### config.mk
export PLATFORM = sky130hd
export DESIGN_NAME = colour_std_scan
export DESIGN_NICKNAME = d
export VERILOG_FILES = /design/src/rtl/cstd_pkg.sv /design/src/rtl/cs_field_cnt.sv /design/src/rtl/cs_h2_flop.sv /design/src/rtl/colour_std_scan.sv
export SDC_FILE = /design/constraint.sdc
export NUM_CORES = 1
export LEC_CHECK = 0
export ABC_AREA = 0
export BUFFER_PORTS_ARGS = -buffer_cell sky130_fd_sc_hd__buf_2
export CAP_MARGIN = 5
export CORE_MARGIN = 5
export CORE_UTILIZATION = 50
export CTS_CLUSTER_SIZE = 30
export DETAILED_ROUTE_END_ITERATION = 7
export PLACE_DENSITY = 0.84
export SLEW_MARGIN = 0
export SYNTH_ARGS = -nofsm -noshare
export SYNTH_HDL_FRONTEND = slang
export SYNTH_SLANG_ARGS = --single-unit
### constraint.sdc
create_clock -name clk -period 2.3 [get_ports clk]
set_input_delay 0.46 -clock clk [delete_from_list [all_inputs] [get_ports clk]]
set_output_delay 0.46 -clock clk [all_outputs]
set_load 0.005 [all_outputs]
### src/rtl/cstd_pkg.sv
package cstd_pkg;

    typedef enum logic [1:0] {
        STD_PAL   = 2'd0,
        STD_SECAM = 2'd1,
        STD_NT358 = 2'd2,
        STD_NT443 = 2'd3
    } std_e;

    localparam int NUM_STD = 4;

    typedef struct packed {
        logic ps_pos;
        logic ps_neg;
        logic nt_pos;
        logic r60;
    } id_flags_t;

    function automatic logic [NUM_STD-1:0] std_onehot(input std_e s);
        logic [NUM_STD-1:0] v;
        v = '0;
        v[s] = 1'b1;
        return v;
    endfunction

    function automatic std_e std_next(input std_e s);
        return std_e'(s + 2'd1);
    endfunction

    function automatic std_e lowest_forced(input logic [NUM_STD-1:0] f);
        std_e r;
        r = STD_PAL;
        for (int i = NUM_STD - 1; i >= 0; i--) begin
            if (f[i]) r = std_e'(i);
        end
        return r;
    endfunction

    function automatic logic std_match(input std_e s, input id_flags_t f);
        case (s)
            STD_PAL:   return f.ps_pos;
            STD_SECAM: return f.ps_pos && !f.r60;
            STD_NT358: return f.nt_pos;
            default:   return f.nt_pos && !f.ps_pos;
        endcase
    endfunction

endpackage

### src/rtl/cs_field_cnt.sv
module cs_field_cnt #(
    parameter int W = 3
) (
    input  logic         clk,
    input  logic         rst,
    input  logic         clr,
    input  logic         inc,
    output logic [W-1:0] cnt
);

    always_ff @(posedge clk) begin
        if (rst || clr) cnt <= '0;
        else if (inc)   cnt <= cnt + W'(1);
    end

    p_cnt_no_wrap_r2: assert property (@(posedge clk) disable iff (rst)
        (inc && !clr && cnt != '1) |=> (cnt == $past(cnt) + W'(1)));

endmodule

### src/rtl/cs_h2_flop.sv
module cs_h2_flop (
    input  logic clk,
    input  logic rst,
    input  logic line_stb,
    input  logic wrong_phase,
    output logic h2
);

    always_ff @(posedge clk) begin
        if (rst)                         h2 <= 1'b0;
        else if (line_stb && !wrong_phase) h2 <= ~h2;
    end

    p_h2_toggle_r8: assert property (@(posedge clk) disable iff (rst)
        (line_stb && !wrong_phase) |=> (h2 != $past(h2)));

    p_h2_hold_r8: assert property (@(posedge clk) disable iff (rst)
        (!line_stb || wrong_phase) |=> $stable(h2));

endmodule

### src/rtl/colour_std_scan.sv
module colour_std_scan #(
    parameter int DWELL_FIELDS = 4,
    parameter int ON_FIELDS    = 2,
    parameter int HOLD_FIELDS  = 2
) (
    input  logic       clk,
    input  logic       rst,
    input  logic       field_stb,
    input  logic       line_stb,
    input  logic       id_ps_pos,
    input  logic       id_ps_neg,
    input  logic       id_nt_pos,
    input  logic       rate_60hz,
    input  logic [3:0] force_std,
    output logic [3:0] std_sel,
    output logic       scanning,
    output logic       colour_en,
    output logic       h2_phase
);
    import cstd_pkg::*;

    localparam int CMAX = (DWELL_FIELDS > ON_FIELDS)
                        ? ((DWELL_FIELDS > HOLD_FIELDS) ? DWELL_FIELDS : HOLD_FIELDS)
                        : ((ON_FIELDS > HOLD_FIELDS) ? ON_FIELDS : HOLD_FIELDS);
    localparam int CW = $clog2(CMAX + 1);
    localparam logic [CW-1:0] DWELL_LAST = CW'(DWELL_FIELDS - 1);
    localparam logic [CW-1:0] ON_LAST    = CW'(ON_FIELDS - 1);
    localparam logic [CW-1:0] HOLD_LAST  = CW'(HOLD_FIELDS - 1);

    std_e      mode_q, mode_n;
    logic      locked_q, locked_n;
    logic      colour_q, colour_n;
    logic      palchk_q, palchk_n;
    logic      forced_q;
    id_flags_t flags;
    logic      match;
    logic      force_any;

    logic [CW-1:0] scan_cnt, on_cnt, miss_cnt;
    logic scan_clr, scan_inc, on_clr, on_inc, miss_clr, miss_inc;

    assign flags     = '{ps_pos: id_ps_pos, ps_neg: id_ps_neg,
                         nt_pos: id_nt_pos, r60: rate_60hz};
    assign match     = std_match(mode_q, flags);
    assign force_any = |force_std;

    always_comb begin
        mode_n   = mode_q;
        locked_n = locked_q;
        colour_n = colour_q;
        palchk_n = palchk_q;
        scan_clr = 1'b0; scan_inc = 1'b0;
        on_clr   = 1'b0; on_inc   = 1'b0;
        miss_clr = 1'b0; miss_inc = 1'b0;
        if (force_any) begin
            mode_n   = lowest_forced(force_std);
            locked_n = 1'b1;
            colour_n = 1'b1;
            palchk_n = 1'b0;
            scan_clr = 1'b1; on_clr = 1'b1; miss_clr = 1'b1;
        end else if (forced_q) begin
            mode_n   = STD_PAL;
            locked_n = 1'b0;
            colour_n = 1'b0;
            palchk_n = 1'b0;
            scan_clr = 1'b1; on_clr = 1'b1; miss_clr = 1'b1;
        end else if (field_stb) begin
            if (!locked_q) begin
                if (palchk_q) begin
                    palchk_n = 1'b0;
                    locked_n = 1'b1;
                    scan_clr = 1'b1; on_clr = 1'b1; miss_clr = 1'b1;
                    if (!flags.ps_pos) mode_n = STD_SECAM;
                end else if (mode_q == STD_SECAM && flags.ps_pos && flags.r60) begin
                    mode_n   = STD_NT358;
                    scan_clr = 1'b1;
                end else if (mode_q == STD_SECAM && flags.ps_pos) begin
                    mode_n   = STD_PAL;
                    palchk_n = 1'b1;
                    scan_clr = 1'b1;
                end else if (match) begin
                    locked_n = 1'b1;
                    scan_clr = 1'b1; on_clr = 1'b1; miss_clr = 1'b1;
                end else if (scan_cnt == DWELL_LAST) begin
                    mode_n   = std_next(mode_q);
                    scan_clr = 1'b1;
                end else begin
                    scan_inc = 1'b1;
                end
            end else begin
                if (match) begin
                    miss_clr = 1'b1;
                    if (on_cnt == ON_LAST) colour_n = 1'b1;
                    else                   on_inc   = 1'b1;
                end else begin
                    colour_n = 1'b0;
                    on_clr   = 1'b1;
                    if (miss_cnt == HOLD_LAST) begin
                        locked_n = 1'b0;
                        mode_n   = STD_PAL;
                        scan_clr = 1'b1; miss_clr = 1'b1;
                    end else begin
                        miss_inc = 1'b1;
                    end
                end
            end
        end
    end

    always_ff @(posedge clk) begin
        if (rst) begin
            mode_q   <= STD_PAL;
            locked_q <= 1'b0;
            colour_q <= 1'b0;
            palchk_q <= 1'b0;
            forced_q <= 1'b0;
        end else begin
            mode_q   <= mode_n;
            locked_q <= locked_n;
            colour_q <= colour_n;
            palchk_q <= palchk_n;
            forced_q <= force_any;
        end
    end

    cs_field_cnt #(.W(CW)) u_scan_cnt (
        .clk(clk), .rst(rst), .clr(scan_clr), .inc(scan_inc), .cnt(scan_cnt));
    cs_field_cnt #(.W(CW)) u_on_cnt (
        .clk(clk), .rst(rst), .clr(on_clr), .inc(on_inc), .cnt(on_cnt));
    cs_field_cnt #(.W(CW)) u_miss_cnt (
        .clk(clk), .rst(rst), .clr(miss_clr), .inc(miss_inc), .cnt(miss_cnt));

    cs_h2_flop u_h2 (
        .clk(clk), .rst(rst), .line_stb(line_stb),
        .wrong_phase(id_ps_neg), .h2(h2_phase));

    assign std_sel   = std_onehot(mode_q);
    assign scanning  = !locked_q;
    assign colour_en = colour_q;

    p_sel_field_only_r2: assert property (@(posedge clk) disable iff (rst)
        (!field_stb && !force_any && !forced_q) |=> $stable(std_sel));

    p_colour_field_only_r6: assert property (@(posedge clk) disable iff (rst)
        (!field_stb && !force_any && !forced_q) |=> $stable(colour_en));

    p_colour_needs_id_r11: assert property (@(posedge clk) disable iff (rst)
        colour_en |-> !scanning);

    p_sixty_lockout_r5: assert property (@(posedge clk) disable iff (rst)
        (field_stb && scanning && !palchk_q && std_sel == 4'b0010 && id_ps_pos
         && rate_60hz && !force_any && !forced_q) |=> (std_sel == 4'b0100 && scanning));

    p_force_wins_r9: assert property (@(posedge clk) disable iff (rst)
        force_any |=> (!scanning && colour_en));

    p_dwell_bound_r2: assert property (@(posedge clk) disable iff (rst)
        scanning |-> (scan_cnt <= DWELL_LAST));

endmodule

==> impl_metrics.tcl <==
set metrics [dict create \
    status "finished, final reports clean" \
    vias_per_cell 5.95 \
    cts_setup_buffers 0 \
    fin_skew_ns 0.00483 \
    hold_path.class "in2reg" \
    period_share_pct 88.6 \
    cp.required_ns 2.52 \
    async_flop_share_pct 0 \
    die_h_um 56.7 \
    antenna_found_initial 0 \
    start_util_pct 50.7 \
    grt_max_degree 11 \
    power_mw 0.569 \
    timing.final.crit_period_ns 2.04 \
    drt_first_pass_iters 4 \
    drc_errors 0 \
    diodes 0 \
    dp_hpwl_um 1920 \
    synth_xor_area_share_pct 4.82 \
    synth_top_family_by_area "compound AO/OA/AOI/OAI gates" \
    max_cap_viol_count 0 \
    tns_ns 0 \
    synth_cell_types 46 \
    clk_pin_slew_worst_paths_ns 0.09 \
    fmax_ghz 0.491 \
    cellPowerDensity_nw_per_um2 452 \
    cts.sinks 16 \
    synth_area_um2 1090 \
    post-place-ws_ns 0.147 \
    path_cells "inv_1 -> ha_1 -> nor2b_1 -> o21ai_4 -> nand4_1 -> a2111o_1 -> a21oi_1" \
    grt-ovfl-total 0 \
    gp_congestion 0.858 \
    cts-root-buf "clkbuf_4" \
    vias 1012 \
    utilization_pct 58.6 \
    synthSimpleGateAreaFrac_pct 22.2 \
    cp_max_fo 10 \
    synth-compound-area-share_pct 24.7 \
    setup_viol 0 \
    drt_iter0_drc 17 \
    critPathKind "reg2reg" \
    syn_avg_cell_area_um2 9.08 \
    rows 17 \
    startpoint_type "register" \
    cts_tree "built" \
    synth.ff_latch_count 16 \
    io_buffers 18 \
    finalMaxSlewViolations 0 \
    ios 19 \
    synthCells 120 \
    cts_buffers 3 \
    crit_path_max_incr_delay_ns 0.45 \
    fillers 194 \
    syn2layout_area_growth_pct 15.5 \
    wl_per_cell_um 13.8 \
    grt_pass1_vias 1029 \
    yosys.area_share.adder_pct 11.5 \
    maxSlewHeadroom_pct 73.6 \
    fin_ws_ns 0.262 \
    syn-num-nets 142 \
    synth_warnings 0 \
    htreeDepth 1 \
    cts_buffer_depth 2 \
    hold_viol 0 \
    grt_use_total_pct 15.9 \
    ant_nets 0 \
    leakage_nw 0.487 \
    clk_latency_ns 0.28 \
    synth-edff-count 0 \
    worstPathArrival_ns 2.26 \
    synthFlopType "dfxtp_1" \
    dieArea_um2 3210 \
    rsz0062_at_grt "false" \
    vdd_ir_drop_max_mv 0.364 \
    layout-drive-gt1-share_pct 26.1 \
    core_area_um2 2150 \
    final_nets 165 \
    synthMuxAreaShare_pct 2.99 \
    wirelength_um 2340 \
    die_x_um 56.7 \
    cp-end-kind "register" \
    worst_pin_slew_ns 0.395 \
    critPathSlowestCell "a2111o_1" \
    ys_seq_area_share_pct 29.4 \
    grt_pass1_wl_um 4200 \
]
## what timing repair did
item                                    4_1_cts  5_1_grt
hold buffers                                  0        0
resized for setup                             0        1
endpoints found under the setup margin        0        1
## flip-flops by register name (all words and copies together), names as in the netlist, 2 cells and up
register / cells
u_miss_cnt.cnt: 3
mode_q: 2
u_on_cnt.cnt: 3
u_scan_cnt.cnt: 3
## cell families after synthesis
kind of cell | Yosys count
compound gates | 34
flops | 16
buf+inv | 11
mux | 3
simple gates | 40
xor+xnor | 6
fa+ha+maj | 10
## final cells by class
class | instances | area (um^2) | area share (%)
multi-input combinational | 93 | 728 | 57.9
sequential | 16 | 320 | 25.4
timing repair buffer | 20 | 105 | 8.35
clock buffer | 4 | 36.3 | 2.88
tap | 28 | 35.0 | 2.78
inverter | 9 | 33.8 | 2.68
## Yosys cell counts, drive strengths merged, types with 2 or more instances
library cell / n / share of area (%)
nor4: 2 / 1.7
nand2: 3 / 1.0
ha: 10 / 11
nand2b: 2 / 1.1
nand4: 2 / 1.1
a2111oi: 3 / 3.7
inv: 9 / 3.1
nor2b: 7 / 4.0
a311oi: 2 / 1.6
nand3: 3 / 1.8
nor2: 8 / 2.8
a21oi: 9 / 4.1
a31oi: 2 / 1.1
a211oi: 2 / 1.8
xnor2: 3 / 2.4
mux2: 2 / 2.1
o31a: 2 / 1.6
xor2: 3 / 2.4
o21ai: 4 / 2.2
nor3: 4 / 1.8
and2: 3 / 1.7
dfxtp: 16 / 29
o211ai: 2 / 1.8
## layer usage
layer	global-route usage [%]	wire (um)	vias up	part of all wire, %
met5	0	0	-	0
met4	5.08	40	0	1.7
met3	5.29	125	4	5.3
met2	27.4	1170	32	50
met1	18.4	1010	479	43
li1	-	-	497	-
## power breakdown
part | leakage (nW) | switching, mW | internal, mW
Clock | 0.0210 | 0.0840 | 0.0963
Combinational | 0.336 | 0.0558 | 0.0428
Sequential | 0.131 | 0.00680 | 0.284
Total | 0.487 | 0.147 | 0.423
## worst max-delay path: cells and delay by family (launching register included)
kind / cells / cell delay, ns
AOI/OAI and AO/OA: 3 / 0.85
buffers and inverters: 1 / 0.08
and+or+nand+nor: 2 / 0.42
adders and majority gates: 1 / 0.24
DFF: 1 / 0.39
## placed cells by master (no fill, tap or decap), types with 2 or more instances in the layout
cell type and n:
inv_1 9, mux2_2 2, o21ai_0 3, nor3_1 4, xor2_1 3, a311oi_1 2
clkbuf_4 3, nand2_1 3, nor2_1 8, a2111oi_2 2, nand4_1 2, buf_4 2
dfxtp_1 16, xnor2_1 3, a31oi_1 2, and2_1 3, o31a_1 2, ha_1 10
nand2b_1 2, nand3_1 2, a21oi_1 9, nor2b_1 7, buf_2 18
## metrics by stage
step,instance area (um^2),std cells,hold WS [ns]
floorplan,1090,120,0.468
global placement,1210,166,0.488
detailed placement,1210,166,0.512
CTS,1250,170,0.423
global route,1260,170,0.422
finish,1260,170,0.426
## worst paths after layout
path / slack, ns / start / cells past startpoint / to
max: 0.26 / mode_q[1] / 7 / mode_q[1]
min: 0.43 / rst / 2 / mode_q[1]
max reg2reg: 0.26 / mode_q[1] / 7 / mode_q[1]
min reg2reg: 0.52 / mode_q[1] / 2 / mode_q[1]
Note: power is estimated with default switching activity, not from simulation.
